--- src/rtl/hart_stat_pkg.sv ---
package hart_stat_pkg;

    typedef enum logic [1:0] {
        NOTE_IDLE     = 2'd0,
        NOTE_HALTED   = 2'd1,
        NOTE_RESUMING = 2'd2,
        NOTE_RESET    = 2'd3
    } note_kind_e;

    typedef enum logic {
        RUN_ST  = 1'b0,
        HALT_ST = 1'b1
    } run_state_e;

    function automatic int idx_width(input int n);
        return (n > 1) ? $clog2(n) : 1;
    endfunction

endpackage

--- src/rtl/hart_slot.sv ---
module hart_slot
    import hart_stat_pkg::*;
#(
    parameter int GROUP_W = 2
) (
    input  logic               clk,
    input  logic               rst,
    input  logic               ctl_hit,
    input  logic               ctl_halt,
    input  logic               ctl_resume,
    input  logic               grp_hit,
    input  logic [GROUP_W-1:0] grp_val,
    input  logic               note_hit,
    input  logic [1:0]         note_kind,
    input  logic               peer_halt,
    output logic               halted,
    output logic               resack,
    output logic               have_reset,
    output logic               halt_req,
    output logic               resume_flag,
    output logic [GROUP_W-1:0] group
);

    run_state_e st_q, st_d;
    note_kind_e kind;
    logic       n_halt, n_resume, n_reset;

    assign kind     = note_kind_e'(note_kind);
    assign n_halt   = note_hit && (kind == NOTE_HALTED);
    assign n_resume = note_hit && (kind == NOTE_RESUMING);
    assign n_reset  = note_hit && (kind == NOTE_RESET);

    always_ff @(posedge clk) begin
        if (rst) st_q <= RUN_ST;
        else     st_q <= st_d;
    end

    always_comb begin
        st_d = st_q;
        unique case (st_q)
            RUN_ST:  if (n_halt) st_d = HALT_ST;
            HALT_ST: if (n_resume || n_reset) st_d = RUN_ST;
        endcase
    end

    always_comb begin
        halted = (st_q == HALT_ST);
    end

    always_ff @(posedge clk) begin
        if (rst) begin
            resack      <= 1'b0;
            have_reset  <= 1'b0;
            halt_req    <= 1'b0;
            resume_flag <= 1'b0;
            group       <= '0;
        end else begin
            if (ctl_hit) halt_req <= ctl_halt;
            if (peer_halt) halt_req <= 1'b1;
            if (ctl_hit && ctl_resume) begin
                resume_flag <= 1'b1;
                resack      <= 1'b0;
            end
            if (n_resume) begin
                resack      <= 1'b1;
                resume_flag <= 1'b0;
            end
            if (grp_hit) group <= grp_val;
            if (n_reset) begin
                have_reset <= 1'b1;
                group      <= '0;
            end
        end
    end


    halted_set_chk: assert property (@(posedge clk) disable iff (rst)
        n_halt |=> halted);


    resume_note_chk: assert property (@(posedge clk) disable iff (rst)
        n_resume |=> (!halted && resack && !resume_flag));


    reset_note_chk: assert property (@(posedge clk) disable iff (rst)
        n_reset |=> (have_reset && (group == '0) && !halted));


    peer_halt_chk: assert property (@(posedge clk) disable iff (rst)
        peer_halt |=> halt_req);


    resume_req_chk: assert property (@(posedge clk) disable iff (rst)
        (ctl_hit && ctl_resume && !n_resume) |=> (resume_flag && !resack));

endmodule

--- src/rtl/status_merge.sv ---
module status_merge #(
    parameter int NUM_HARTS = 3,
    parameter int SLOTS     = 4
) (
    input  logic [SLOTS-1:0] sel,
    input  logic [SLOTS-1:0] halted,
    input  logic [SLOTS-1:0] resack,
    output logic             all_halted,
    output logic             any_halted,
    output logic             all_running,
    output logic             any_running,
    output logic             all_resack,
    output logic             any_resack,
    output logic             all_nonexist
);

    always_comb begin
        all_halted   = 1'b1;
        any_halted   = 1'b0;
        all_running  = 1'b1;
        any_running  = 1'b0;
        all_resack   = 1'b1;
        any_resack   = 1'b0;
        all_nonexist = 1'b1;
        for (int j = 0; j < SLOTS; j++) begin
            if (j < NUM_HARTS && sel[j]) begin
                all_nonexist = 1'b0;
                if (halted[j]) begin
                    any_halted  = 1'b1;
                    all_running = 1'b0;
                end else begin
                    all_halted  = 1'b0;
                    any_running = 1'b1;
                end
                if (resack[j]) any_resack = 1'b1;
                else           all_resack = 1'b0;
            end
        end
    end

endmodule

--- src/rtl/hart_run_status.sv ---
module hart_run_status
    import hart_stat_pkg::*;
#(
    parameter int NUM_HARTS = 3,
    parameter int GROUP_W   = 2,
    parameter bit GROUPS_ON = 1'b1,
    localparam int IDX_W    = idx_width(NUM_HARTS),
    localparam int SLOTS    = 1 << IDX_W
) (
    input  logic                 clk,
    input  logic                 rst,
    input  logic [1:0]           note_kind,
    input  logic [IDX_W-1:0]     note_id,
    input  logic [IDX_W-1:0]     sel_idx,
    input  logic                 array_en,
    input  logic [NUM_HARTS-1:0] array_mask,
    input  logic                 ctl_wr,
    input  logic                 ctl_halt,
    input  logic                 ctl_resume,
    input  logic                 grp_wr,
    input  logic                 grp_wr_en,
    input  logic [GROUP_W-1:0]   grp_val,
    output logic [SLOTS-1:0]     halt_req,
    output logic [SLOTS-1:0]     resume_flag,
    output logic                 sel_have_reset,
    output logic [GROUP_W-1:0]   sel_group,
    output logic                 all_halted,
    output logic                 any_halted,
    output logic                 all_running,
    output logic                 any_running,
    output logic                 all_resack,
    output logic                 any_resack,
    output logic                 all_nonexist,
    output logic                 any_nonexist,
    output logic                 all_unavail,
    output logic                 any_unavail
);

    logic [SLOTS-1:0]   sel_vec;
    logic [SLOTS-1:0]   halted_v;
    logic [SLOTS-1:0]   resack_v;
    logic [SLOTS-1:0]   have_reset_v;
    logic [GROUP_W-1:0] group_v [SLOTS];
    logic               halt_trig;
    logic [GROUP_W-1:0] trig_group;

    // a fresh halt in a nonzero group spreads to running peers
    assign trig_group = group_v[note_id];
    assign halt_trig  = (note_kind_e'(note_kind) == NOTE_HALTED)
                        && !halted_v[note_id] && (trig_group != '0);

    for (genvar j = 0; j < SLOTS; j++) begin : g_slot
        localparam bit EXISTS = (j < NUM_HARTS);
        logic ctl_hit, grp_hit, note_hit, peer_halt;


        if (EXISTS) begin : g_sel
            assign sel_vec[j] = (sel_idx == IDX_W'(j)) || (array_en && array_mask[j]);
        end else begin : g_sel
            assign sel_vec[j] = (sel_idx == IDX_W'(j));
        end

        assign ctl_hit   = EXISTS && ctl_wr && sel_vec[j];
        assign grp_hit   = GROUPS_ON && grp_wr && grp_wr_en && (sel_idx == IDX_W'(j));
        assign note_hit  = (note_id == IDX_W'(j));
        assign peer_halt = EXISTS && halt_trig && (note_id != IDX_W'(j))
                           && !halted_v[j] && (group_v[j] == trig_group);

        hart_slot #(.GROUP_W(GROUP_W)) u_slot (
            .clk         (clk),
            .rst         (rst),
            .ctl_hit     (ctl_hit),
            .ctl_halt    (ctl_halt),
            .ctl_resume  (ctl_resume),
            .grp_hit     (grp_hit),
            .grp_val     (grp_val),
            .note_hit    (note_hit),
            .note_kind   (note_kind),
            .peer_halt   (peer_halt),
            .halted      (halted_v[j]),
            .resack      (resack_v[j]),
            .have_reset  (have_reset_v[j]),
            .halt_req    (halt_req[j]),
            .resume_flag (resume_flag[j]),
            .group       (group_v[j])
        );
    end

    status_merge #(.NUM_HARTS(NUM_HARTS), .SLOTS(SLOTS)) u_merge (
        .sel          (sel_vec),
        .halted       (halted_v),
        .resack       (resack_v),
        .all_halted   (all_halted),
        .any_halted   (any_halted),
        .all_running  (all_running),
        .any_running  (any_running),
        .all_resack   (all_resack),
        .any_resack   (any_resack),
        .all_nonexist (all_nonexist)
    );

    assign any_nonexist   = (int'(sel_idx) >= NUM_HARTS);
    assign sel_have_reset = have_reset_v[sel_idx];
    assign sel_group      = group_v[sel_idx];

    assign all_unavail    = 1'b0;
    assign any_unavail    = 1'b0;


    nonexist_sel_chk: assert property (@(posedge clk) disable iff (rst)
        (any_nonexist && !array_en) |-> all_nonexist);


    halted_summary_chk: assert property (@(posedge clk) disable iff (rst)
        (!all_nonexist && all_halted) |-> (any_halted && !any_running));

endmodule

--- config.mk ---
export PLATFORM = sky130hd
export DESIGN_NAME = hart_run_status
export DESIGN_NICKNAME = d
export VERILOG_FILES = /design/src/rtl/hart_stat_pkg.sv /design/src/rtl/hart_slot.sv /design/src/rtl/status_merge.sv /design/src/rtl/hart_run_status.sv
export SDC_FILE = /design/constraint.sdc
export NUM_CORES = 1
export LEC_CHECK = 0
export ABC_AREA = 1
export BUFFER_PORTS_ARGS = -buffer_cell sky130_fd_sc_hd__buf_2
export CAP_MARGIN = 25
export CORE_ASPECT_RATIO = 1.1
export CORE_MARGIN = 1
export CORE_UTILIZATION = 50
export DETAILED_ROUTE_END_ITERATION = 16
export PLACE_DENSITY = 0.76
export SLEW_MARGIN = 25
export SYNTH_ARGS = -nofsm -noshare
export SYNTH_HDL_FRONTEND = slang
export SYNTH_SLANG_ARGS = --single-unit
--- constraint.sdc ---
create_clock -name clk -period 2.9 [get_ports clk]
set_input_delay 0.145 -clock clk [delete_from_list [all_inputs] [get_ports clk]]
set_output_delay 0.145 -clock clk [all_outputs]
set_load 0.01 [all_outputs]
==> results of run 1 <==
-- worst max-delay path by stage --
stage                                            from                                endpoint  slack [ps]
6_report       g_slot[2].u_slot.group[1]$_SDFFE_PP0P_                            sel_group[1]        1440
5_1_grt        g_slot[2].u_slot.group[1]$_SDFFE_PP0P_                            sel_group[1]        1380
4_1_cts        g_slot[2].u_slot.group[1]$_SDFFE_PP0P_                            sel_group[1]        1450
3_5_place_dp                               note_id[1]  g_slot[1].u_slot.halt_req$_SDFFE_PP0P_        1570
3_3_place_gp                               note_id[1]  g_slot[0].u_slot.halt_req$_SDFFE_PP0P_        1610
2_1_floorplan                              sel_idx[0]                             all_running        1810
-- logic make-up after synthesis --
kind of cell | share of synthesized area [%]
flops | 32.3
other cells | 0.242
simple gates | 34.2
mux | 1.94
compound gates | 16.2
buf+inv | 15.0
-- power by group through the flow --
stage	Sequential (mW)	Clock, mW	Combinational (mW)
CTS	0.367	0.163	0.131
global route	0.369	0.179	0.151
global placement	0.374	0	0.129
detailed placement	0.374	0	0.130
floorplan	0.371	0	0.0953
finish	0.367	0.163	0.132
-- flip-flops by register name, indices dropped and copies added (netlist names) --
register,flops
g_slot.u_slot.group,8
g_slot.u_slot.halt_req,3
g_slot.u_slot.halted,4
g_slot.u_slot.have_reset,4
g_slot.u_slot.resack,3
g_slot.u_slot.resume_flag,3
-- metrics by stage --
| step | power [mW] | area [um^2] | worst slack, ps | hold WS (ps) |
|---|---|---|---|---|
| floorplan | 0.466 | 1560 | 1810 | 223 |
| global placement | 0.503 | 1680 | 1610 | 437 |
| detailed placement | 0.505 | 1680 | 1570 | 443 |
| CTS | 0.661 | 1710 | 1450 | 82.3 |
| global route | 0.698 | 1710 | 1380 | 80.8 |
| finish | 0.662 | 1710 | 1440 | 80.6 |
-- per-layer routing --
metal  share of wire, %  vias up  routed length [um]  global-route usage, %
li1                   -      847                   -                      -
met1                 47      719                1770                   30.9
met2                 47       54                1780                   42.9
met3                4.3       11                 165                   3.51
met4                2.4        0                  92                   8.57
met5                  0        -                   0                      0
-- worst reg2reg max path, stage by stage, from the launching register on --
cell and delay, ps:
dfxtp_1 500, nand2_1 80, nand2_1 80, nand2_1 90, nand3_1 80, nand2_1 50
nor2_1 110, nand2_1 70, a21oi_1 110
-- Yosys cell counts, drive strengths merged --
cell type  instances  area, um^2
a22oi              5        37.5
buf               12        93.8
a221o              1        10.0
a211oi             6        45.0
nor2              34         133
conb               1        3.75
o21ai              5        25.0
nand2             75         287
mux2i              3        30.0
a31oi              1        6.26
nand3             19        95.1
o221ai             1        8.76
inv               36         135
dfxtp             25         500
o22ai              3        18.8
nor3               3        15.0
clkbuf             1        3.75
a21oi             20         100
-- area by class of cell --
cell class              count  area [um^2]  area share (%)
multi-input cells         180          826            48.4
flip-flops and latches     25          500            29.3
repair buffers             35          175            10.3
inverters                  36          135            7.92
well taps                  33         41.3            2.42
clock buffers               3         22.5            1.32
clock inverters             1         5.00           0.293
==> results.json, run 1 <==
{
  "mostFrequentLayoutCells": "nand2_1, buf_2, inv_1, nor2_1, dfxtp_1",
  "hold_class": "input port to flip-flop",
  "cp_num_buf_inv": 2,
  "rsz0062_at_grt": "false",
  "num_antenna_cells": 0,
  "synth-seq-cells": 25,
  "ctsResizeCount": 0,
  "yosysSeqAreaShare_pct": 32.3,
  "setup-tns-final_ps": 0,
  "pwr-share-comb_pct": 19.9,
  "slowest_delay_ps": 360,
  "switchingPower_mw": 0.207,
  "grt_pass1_wl_um": 5950,
  "postCtsSetupBuffers": 0,
  "vias_per_cell": 5.21,
  "drc_errors": 0,
  "grt_antenna_before_repair": 0,
  "r2r_end": "g_slot[1].u_slot.halt_req$_SDFFE_PP0P_",
  "min_path_cells": 3,
  "drv_cap": 0,
  "fp.dieH_um": 60.4,
  "worst-r2r-cell-count": 8,
  "timing.final.crit_period_ps": 1460,
  "crit_required_ps": 2760,
  "crit_chain": "inv_1, o22ai_1, a221o_1, buf_2",
  "nFillCells": 302,
  "area_growth_pct": 10.2,
  "clk_path_buf_depth": 2,
  "die_area_mm2": 0.00332,
  "timing.final.crit_share_pct": 50.2,
  "insertion_delay_ps": 330,
  "crit_cells": 4,
  "stdcell_count": 313,
  "irDropWorstVdd_mv": 0.252,
  "cp.arrival_ps": 1310,
  "overflow": 0,
  "numPortBuffers": 35,
  "hold_viol": 0,
  "drtIter0Drc": 57,
  "numCtsBuffers": 3,
  "r2r_slack_ps": 1680,
  "start_util_pct": 54.3,
  "pwr-share-seq_pct": 55.5,
  "numPlacedInstances": 309,
  "end_kind": "output port",
  "path_max_fanout": 4,
  "holdPathEnd": "g_slot[2].u_slot.group[0]$_SDFFE_PP0P_",
  "rr_startpoint": "g_slot[1].u_slot.group[0]$_SDFFE_PP0P_",
  "ant_nets": 0,
  "cts_tree": "done",
  "postSynthCellCount": 251,
  "ios": 40,
  "crit_slowest_cell": "dfxtp_1",
  "routabilityCongestion": 0.864,
  "path_clk_slew_ps": 140,
  "cts.sinks": 25,
  "fin_nets": 300,
  "layout_commonest_cell": "nand2_1",
  "grt.total_usage_pct": 24.8,
  "swShare_pct": 31.3,
  "yosysWarnings": 0,
  "power_per_cell_area_mw_per_mm2": 388,
  "drive_above_1_share_pct": 16.4,
  "status": "completed",
  "ctsHoldBuffers": 0,
  "final_util_pct": 59.8,
  "cts-root-buf": "clkbuf_4",
  "wl_per_cell_um": 12.2,
  "maxSlewViolCount": 0,
  "totalWireLength_um": 3810,
  "syn_area_mm2": 0.00155,
  "dp_hpwl_um": 2940,
  "worstSetupPathType": "flip-flop to output port",
  "cts.htree.levels": 1,
  "die_w_um": 55.0,
  "fmax_mhz": 687,
  "crit_family": "flip-flops",
  "row_count": 20,
  "syn_area_per_cell_um2": 6.17,
  "dr.pass1.iters": 4,
  "p_int_mw": 0.455,
  "vias": 1631,
  "first_global_vias": 1402,
  "p_clk_share_pct": 24.6,
  "final-setup-viol-count": 0,
  "synthDistinctLibCells": 22,
  "fin_skew_ps": 5.44,
  "grt_start_max_net_pins": 16,
  "core_mm2": 0.00285,
  "cellLeakagePower_nw": 0.871,
  "min-delay-start": "grp_val[0]",
  "cp-start-kind": "flip-flop"
}
No activity file was read; power rests on OpenSTA's default activity.
==> run 2, diff against run 1 <==
==> constraint.sdc (replaced) <==
create_clock -name clk -period 1.37 [get_ports clk]
set_input_delay 0.0685 -clock clk [delete_from_list [all_inputs] [get_ports clk]]
set_output_delay 0.0685 -clock clk [all_outputs]
set_load 0.01 [all_outputs]
==> run 2 against run 1 <==
  * Clock skew shrank 1.3 ps
  * Final area grew 2.0%
  * Core utilization grew 1.2 points
  * Combinational power grew 120%
  * Worst setup slack lost 1400 ps
  * Global-route usage grew 0.70 points
  * Highest routed layer unchanged
  * Critical path depth is the same
  * Sequential power grew 110%
  * Critical path type unchanged
  * Largest power group unchanged
  * Cell count grew 0.96%
==> results.json, run 2 (synthesis results as in run 1) <==
{
  "startpoint": "g_slot[2].u_slot.group[1]$_SDFFE_PP0P_",
  "maxSlewViolCount": 0,
  "wl_per_cell_um": 11.9,
  "rr_startpoint": "g_slot[0].u_slot.group[1]$_SDFFE_PP0P_",
  "timing.final.crit_period_ps": 1330,
  "dr.pass1.iters": 5,
  "insertion_delay_ps": 330,
  "numPortBuffers": 35,
  "cp.arrival_ps": 1260,
  "grt_pass1_wl_um": 6170,
  "drive_above_1_share_pct": 19.4,
  "min-delay-start": "grp_val[1]",
  "numCtsBuffers": 3,
  "setup-tns-final_ps": 0,
  "path_max_fanout": 4,
  "totalWireLength_um": 3750,
  "cp-start-kind": "flip-flop",
  "dp_hpwl_um": 2870,
  "largest_reg_flops": 8,
  "worst_slack_ps": 38.0,
  "area_growth_pct": 12.4,
  "die_area_mm2": 0.00332,
  "hold_viol": 0,
  "start_util_pct": 54.3,
  "crit_slowest_cell": "dfxtp_2",
  "cellLeakagePower_nw": 0.884,
  "dp_slack_ps": 143,
  "irDropWorstVdd_mv": 0.636,
  "cts-root-buf": "clkbuf_4",
  "worstSetupPathType": "flip-flop to output port",
  "status": "completed",
  "final-setup-viol-count": 0,
  "fin_skew_ps": 4.19,
  "hold_class": "input port to flip-flop",
  "grt.total_usage_pct": 25.5,
  "dpl-instance-area_mm2": 0.00169,
  "grt_start_max_net_pins": 16,
  "drtIter0Drc": 73,
  "overflow": 0,
  "die_w_um": 55.0,
  "num_antenna_cells": 0,
  "final_area_mm2": 0.00174,
  "mostFrequentLayoutCells": "nand2_1, buf_2, nor2_1, inv_1",
  "layout_commonest_cell": "nand2_1",
  "ant_nets": 0,
  "ios": 40,
  "clk_path_buf_depth": 2,
  "drc_errors": 0,
  "crit_required_ps": 1300,
  "rsz0062_at_grt": "false",
  "core_mm2": 0.00285,
  "totalPowerFinal_mw": 1.42,
  "vias": 1652,
  "first_global_vias": 1423,
  "cts.htree.levels": 1,
  "power_per_cell_area_mw_per_mm2": 815,
  "crit_chain": "inv_2, o22ai_1, a221o_1, buf_2",
  "timing.final.crit_share_pct": 97.2,
  "fin_nets": 303,
  "slowest_delay_ps": 360,
  "vias_per_cell": 5.23,
  "fmax_mhz": 751,
  "drv_cap": 0,
  "cts_tree": "done",
  "fp.dieH_um": 60.4,
  "path_clk_slew_ps": 140,
  "cts.sinks": 25,
  "end_kind": "output port",
  "grt_antenna_before_repair": 0,
  "routabilityCongestion": 0.916,
  "row_count": 20,
  "final_util_pct": 61.0,
  "largest_register": "g_slot.u_slot.group"
}
-- run 2: cell types whose count changed in the layout (fill, tap and decap cells not counted), moves of 2 or more --
cell	change
dfxtp_1	-5
dfxtp_2	+5
buf_4	+2
inv_1	-2
inv_2	+2
-- run 2: timing repair --
action                                 in CTS  in global routing
endpoints found under the hold margin       1                  0
pin swaps                                   0                  0
gates resized for setup                     1                  7
hold buffers                                1                  0
setup buffers                               0                  1
setup endpoints to repair                   1                  5
-- run 2: final timing paths --
path         depth (start not counted)                                   endpoint  slack, ps
max                                  4                               sel_group[1]         40
min                                  3     g_slot[3].u_slot.group[1]$_SDFFE_PP0P_          6
max reg2reg                         10     g_slot[1].u_slot.halt_req$_SDFFE_PP0P_        140
min reg2reg                          2  g_slot[1].u_slot.resume_flag$_SDFFE_PP0P_        470
-- run 2: through the flow --
step / hold slack [ps] / instances
after floorplan: 147 / 254
after detailed placement: 362 / 310
after global placement: 358 / 310
after global routing: 37.1 / 316
final: 6.42 / 316
after CTS: 2.05 / 315
-- run 2: worst max-delay path: cells and delay by family (launching register included) --
family / cells / cell delay (ps)
compound gates: 2 / 350
buf+inv: 2 / 210
flops: 1 / 360
-- run 2: metal layers --
metal  global-route usage (%)  up-vias  share of wire, %
met5                        0        -                 0
li1                         -      857                 -
met3                     4.01        9               6.0
met4                     10.4        0               2.2
met2                     43.0       73                48
met1                     31.7      713                44
-- run 2: where the power goes --
group / internal, mW / switching, mW / total, mW
logic: 0.103 / 0.181 / 0.284
clock network: 0.112 / 0.244 / 0.357
registers: 0.756 / 0.0214 / 0.777
total: 0.971 / 0.447 / 1.42
-- run 2: final cells by class --
type / instances / area [um^2]
Clock inverter: 1 / 7.51
Timing Repair Buffer: 38 / 200
Sequential cell: 25 / 507
Multi-Input combinational cell: 180 / 826
Tap cell: 33 / 41.3
Inverter: 36 / 135
Fill cell: 285 / 1110
Clock buffer: 3 / 22.5
==> run 3, diff against run 2 <==
--- a/config.mk
+++ b/config.mk
@@ -5,7 +5,6 @@
 export SDC_FILE = /design/constraint.sdc
 export NUM_CORES = 1
 export LEC_CHECK = 0
-export ABC_AREA = 1
 export BUFFER_PORTS_ARGS = -buffer_cell sky130_fd_sc_hd__buf_2
 export CAP_MARGIN = 25
 export CORE_ASPECT_RATIO = 1.1
==> run 3 against run 2 <==
  * Count of clock-buffer cells in the layout increased by 1
  * Register-to-register slack got worse by 210 ps
  * Core utilization rose by 7.8 points
  * Hold slack better by 16 ps
  * Highest routed layer unchanged
  * Maximum frequency shrank 11%
  * The flow now finishes with violations (DRC, setup timing)
  * Sequential cell count is the same
  * Sequential share of layout area down 4.0 points
  * Final area increased by 19%
  * Critical path type unchanged
==> results.json, run 3 <==
{
  "fmax_mhz": 671,
  "timing.final.crit_period_ps": 1490,
  "drc_errors": 2,
  "start_util_pct": 52.5,
  "num_antenna_cells": 0,
  "fin_skew_ps": 13.2,
  "routabilityCongestion": 0.951,
  "first_global_vias": 1530,
  "grt-busiest-layer": "met2",
  "end_kind": "output port",
  "crit_chain": "buf_6, mux4_2, buf_6",
  "irDropWorstVdd_mv": 0.580,
  "globalRouteMet2Util_pct": 45.3,
  "drv_cap": 0,
  "grt_start_max_net_pins": 24,
  "overflow": 0,
  "stdcell_count": 271,
  "die_w_um": 55.7,
  "dpl-instance-area_mm2": 0.00187,
  "dr.pass1.iters": 10,
  "cp-start-kind": "flip-flop",
  "grt_pass1_wl_um": 7120,
  "wl_per_cell_um": 18.1,
  "final-setup-viol-count": 7,
  "numPortBuffers": 35,
  "yosysSeqAreaShare_pct": 31.5,
  "path_max_fanout": 3,
  "core_mm2": 0.00302,
  "grt_util_met1_pct": 34.8,
  "violations": "DRC, setup timing",
  "die_area_mm2": 0.00341,
  "synth.area.top_cells": "dfxtp_1, mux2i_1, mux4_2, buf_4, nor2_1",
  "yosysWarnings": 0,
  "vias": 1671,
  "syn_area_mm2": 0.00159,
  "vias_per_cell": 6.17,
  "postSynthCellCount": 181,
  "cts.htree.levels": 1,
  "synthDistinctLibCells": 50,
  "switchingPower_mw": 0.467,
  "final_area_mm2": 0.00208,
  "cp_num_buf_inv": 2,
  "yosysTopAreaCellShare_pct": 31.5,
  "cellLeakagePower_nw": 0.947,
  "synth-seq-cells": 25,
  "timing.hold.ws_ps": 22.8,
  "synth_commonest_cells": "dfxtp_1, nor2_1, a21oi_1, mux2i_1, buf_4",
  "area_growth_pct": 30.8,
  "p_int_mw": 1.05,
  "totalPowerFinal_mw": 1.51,
  "cp.arrival_ps": 1420,
  "path_common_cell": "buf_6",
  "worst_slack_ps": -120,
  "synth.most_common_cell": "dfxtp_1",
  "maxSlewViolCount": 0,
  "largest_reg_flops": 8,
  "totalWireLength_um": 4920,
  "grt_antenna_before_repair": 0,
  "power_per_cell_area_mw_per_mm2": 729,
  "ant_nets": 0,
  "grt_use_met3_pct": 4.20,
  "timing.final.crit_share_pct": 109,
  "fp.dieH_um": 61.1,
  "crit_family": "multiplexers",
  "setup-tns-final_ps": -484,
  "pwr-share-comb_pct": 26.2,
  "synth_edf_count": 0,
  "cts_tree": "done",
  "yosys.area.top_type": "dfxtp_1",
  "numCtsBuffers": 3,
  "hold_viol": 0,
  "slowest_delay_ps": 460,
  "insertion_delay_ps": 330,
  "ys.flop_type": "dfxtp_1",
  "ctsHoldBuffers": 0,
  "clk_path_buf_depth": 2,
  "layout_commonest_cell": "buf_2",
  "path_clk_slew_ps": 140,
  "rsz0062_at_grt": "true",
  "ios": 40,
  "status": "finished with violations",
  "ys_async_sr_fraction_pct": 0,
  "largest_register": "g_slot.u_slot.group",
  "hold_class": "input port to flip-flop",
  "row_count": 21,
  "cts-root-buf": "clkbuf_4",
  "drtIter0Drc": 225,
  "swShare_pct": 30.9,
  "cts.sinks": 25,
  "crit_slowest_cell": "mux4_2",
  "numPlacedInstances": 256,
  "dp_hpwl_um": 3280,
  "crit_required_ps": 1300,
  "grt.total_usage_pct": 27.1,
  "drive_above_1_share_pct": 41.4,
  "mostFrequentLayoutCells": "buf_2, buf_4, nor2_1, buf_6",
  "p_clk_share_pct": 22.8,
  "pwr-share-seq_pct": 51.0,
  "worstSetupPathType": "flip-flop to output port",
  "fin_nets": 257,
  "syn_area_per_cell_um2": 8.77
}
==> run 3: logic make-up (layout without fill, tap and decap cells) <==
logic type	count (synthesis)	after routing	share of synthesized area (%)
flip-flops	25	25	31.5
AND/OR/NAND/NOR	55	55	18.0
other	1	4	0.236
AO/OA/AOI/OAI	50	50	22.3
XOR/XNOR	5	5	2.76
multiplexers	19	19	16.1
buffers and inverters	26	79	9.06
==> run 3: path summary, 6_finish.rpt <==
path | slack [ps] | to | cells after the start | startpoint
max | -120 | sel_group[1] | 3 | g_slot[1].u_slot.group[1]$_SDFFE_PP0P_
min | 20 | g_slot[3].u_slot.group[1]$_SDFFE_PP0P_ | 3 | grp_val[1]
max reg2reg | -70 | g_slot[2].u_slot.halt_req$_SDFFE_PP0P_ | 5 | g_slot[2].u_slot.group[0]$_SDFFE_PP0P_
min reg2reg | 490 | g_slot[2].u_slot.have_reset$_SDFFE_PP0P_ | 2 | g_slot[2].u_slot.have_reset$_SDFFE_PP0P_
==> run 3: worst min-delay path, cell delays in order <==
cell     delay, ps
buf_2          120
mux2i_1         70
nor2_1          70
==> run 3: cell type report <==
class | count | area, um^2
Sequential cell | 25 | 523
Fill cell | 230 | 945
Inverter | 5 | 18.8
Timing Repair Buffer | 70 | 494
Tap cell | 34 | 42.5
Multi-Input combinational cell | 133 | 972
Clock buffer | 4 | 26.3
==> run 3: power by group through the flow <==
stage               registers, mW  logic [mW]  clock network (mW)
finish                      0.773       0.398               0.345
global route                0.776       0.430               0.376
detailed placement          0.788       0.357                   0
CTS                         0.771       0.378               0.346
floorplan                   0.787       0.231                   0
global placement            0.786       0.345                   0
==> run 3: per-stage QoR <==
step	util (%)	setup slack [ps]
after floorplan	-	23.2
after global placement	62.0	36.4
after detailed placement	62.0	-24.7
after CTS	67.9	-112
after global routing	68.7	-155
final	68.7	-120
==> run 3: per-layer routing <==
metal | share of wire, % | wire length, um | vias up
li1 | - | - | 777
met5 | 0 | 0 | -
met3 | 9.8 | 484 | 16
met2 | 48 | 2350 | 111
met4 | 4.3 | 210 | 0
met1 | 38 | 1870 | 767
==> run 3: repair_timing <==
action,4_1_cts,5_1_grt
resized for setup,25,8
endpoints found under the setup margin,7,10
setup buffers,11,0
cloned,0,0
pin swaps,3,1
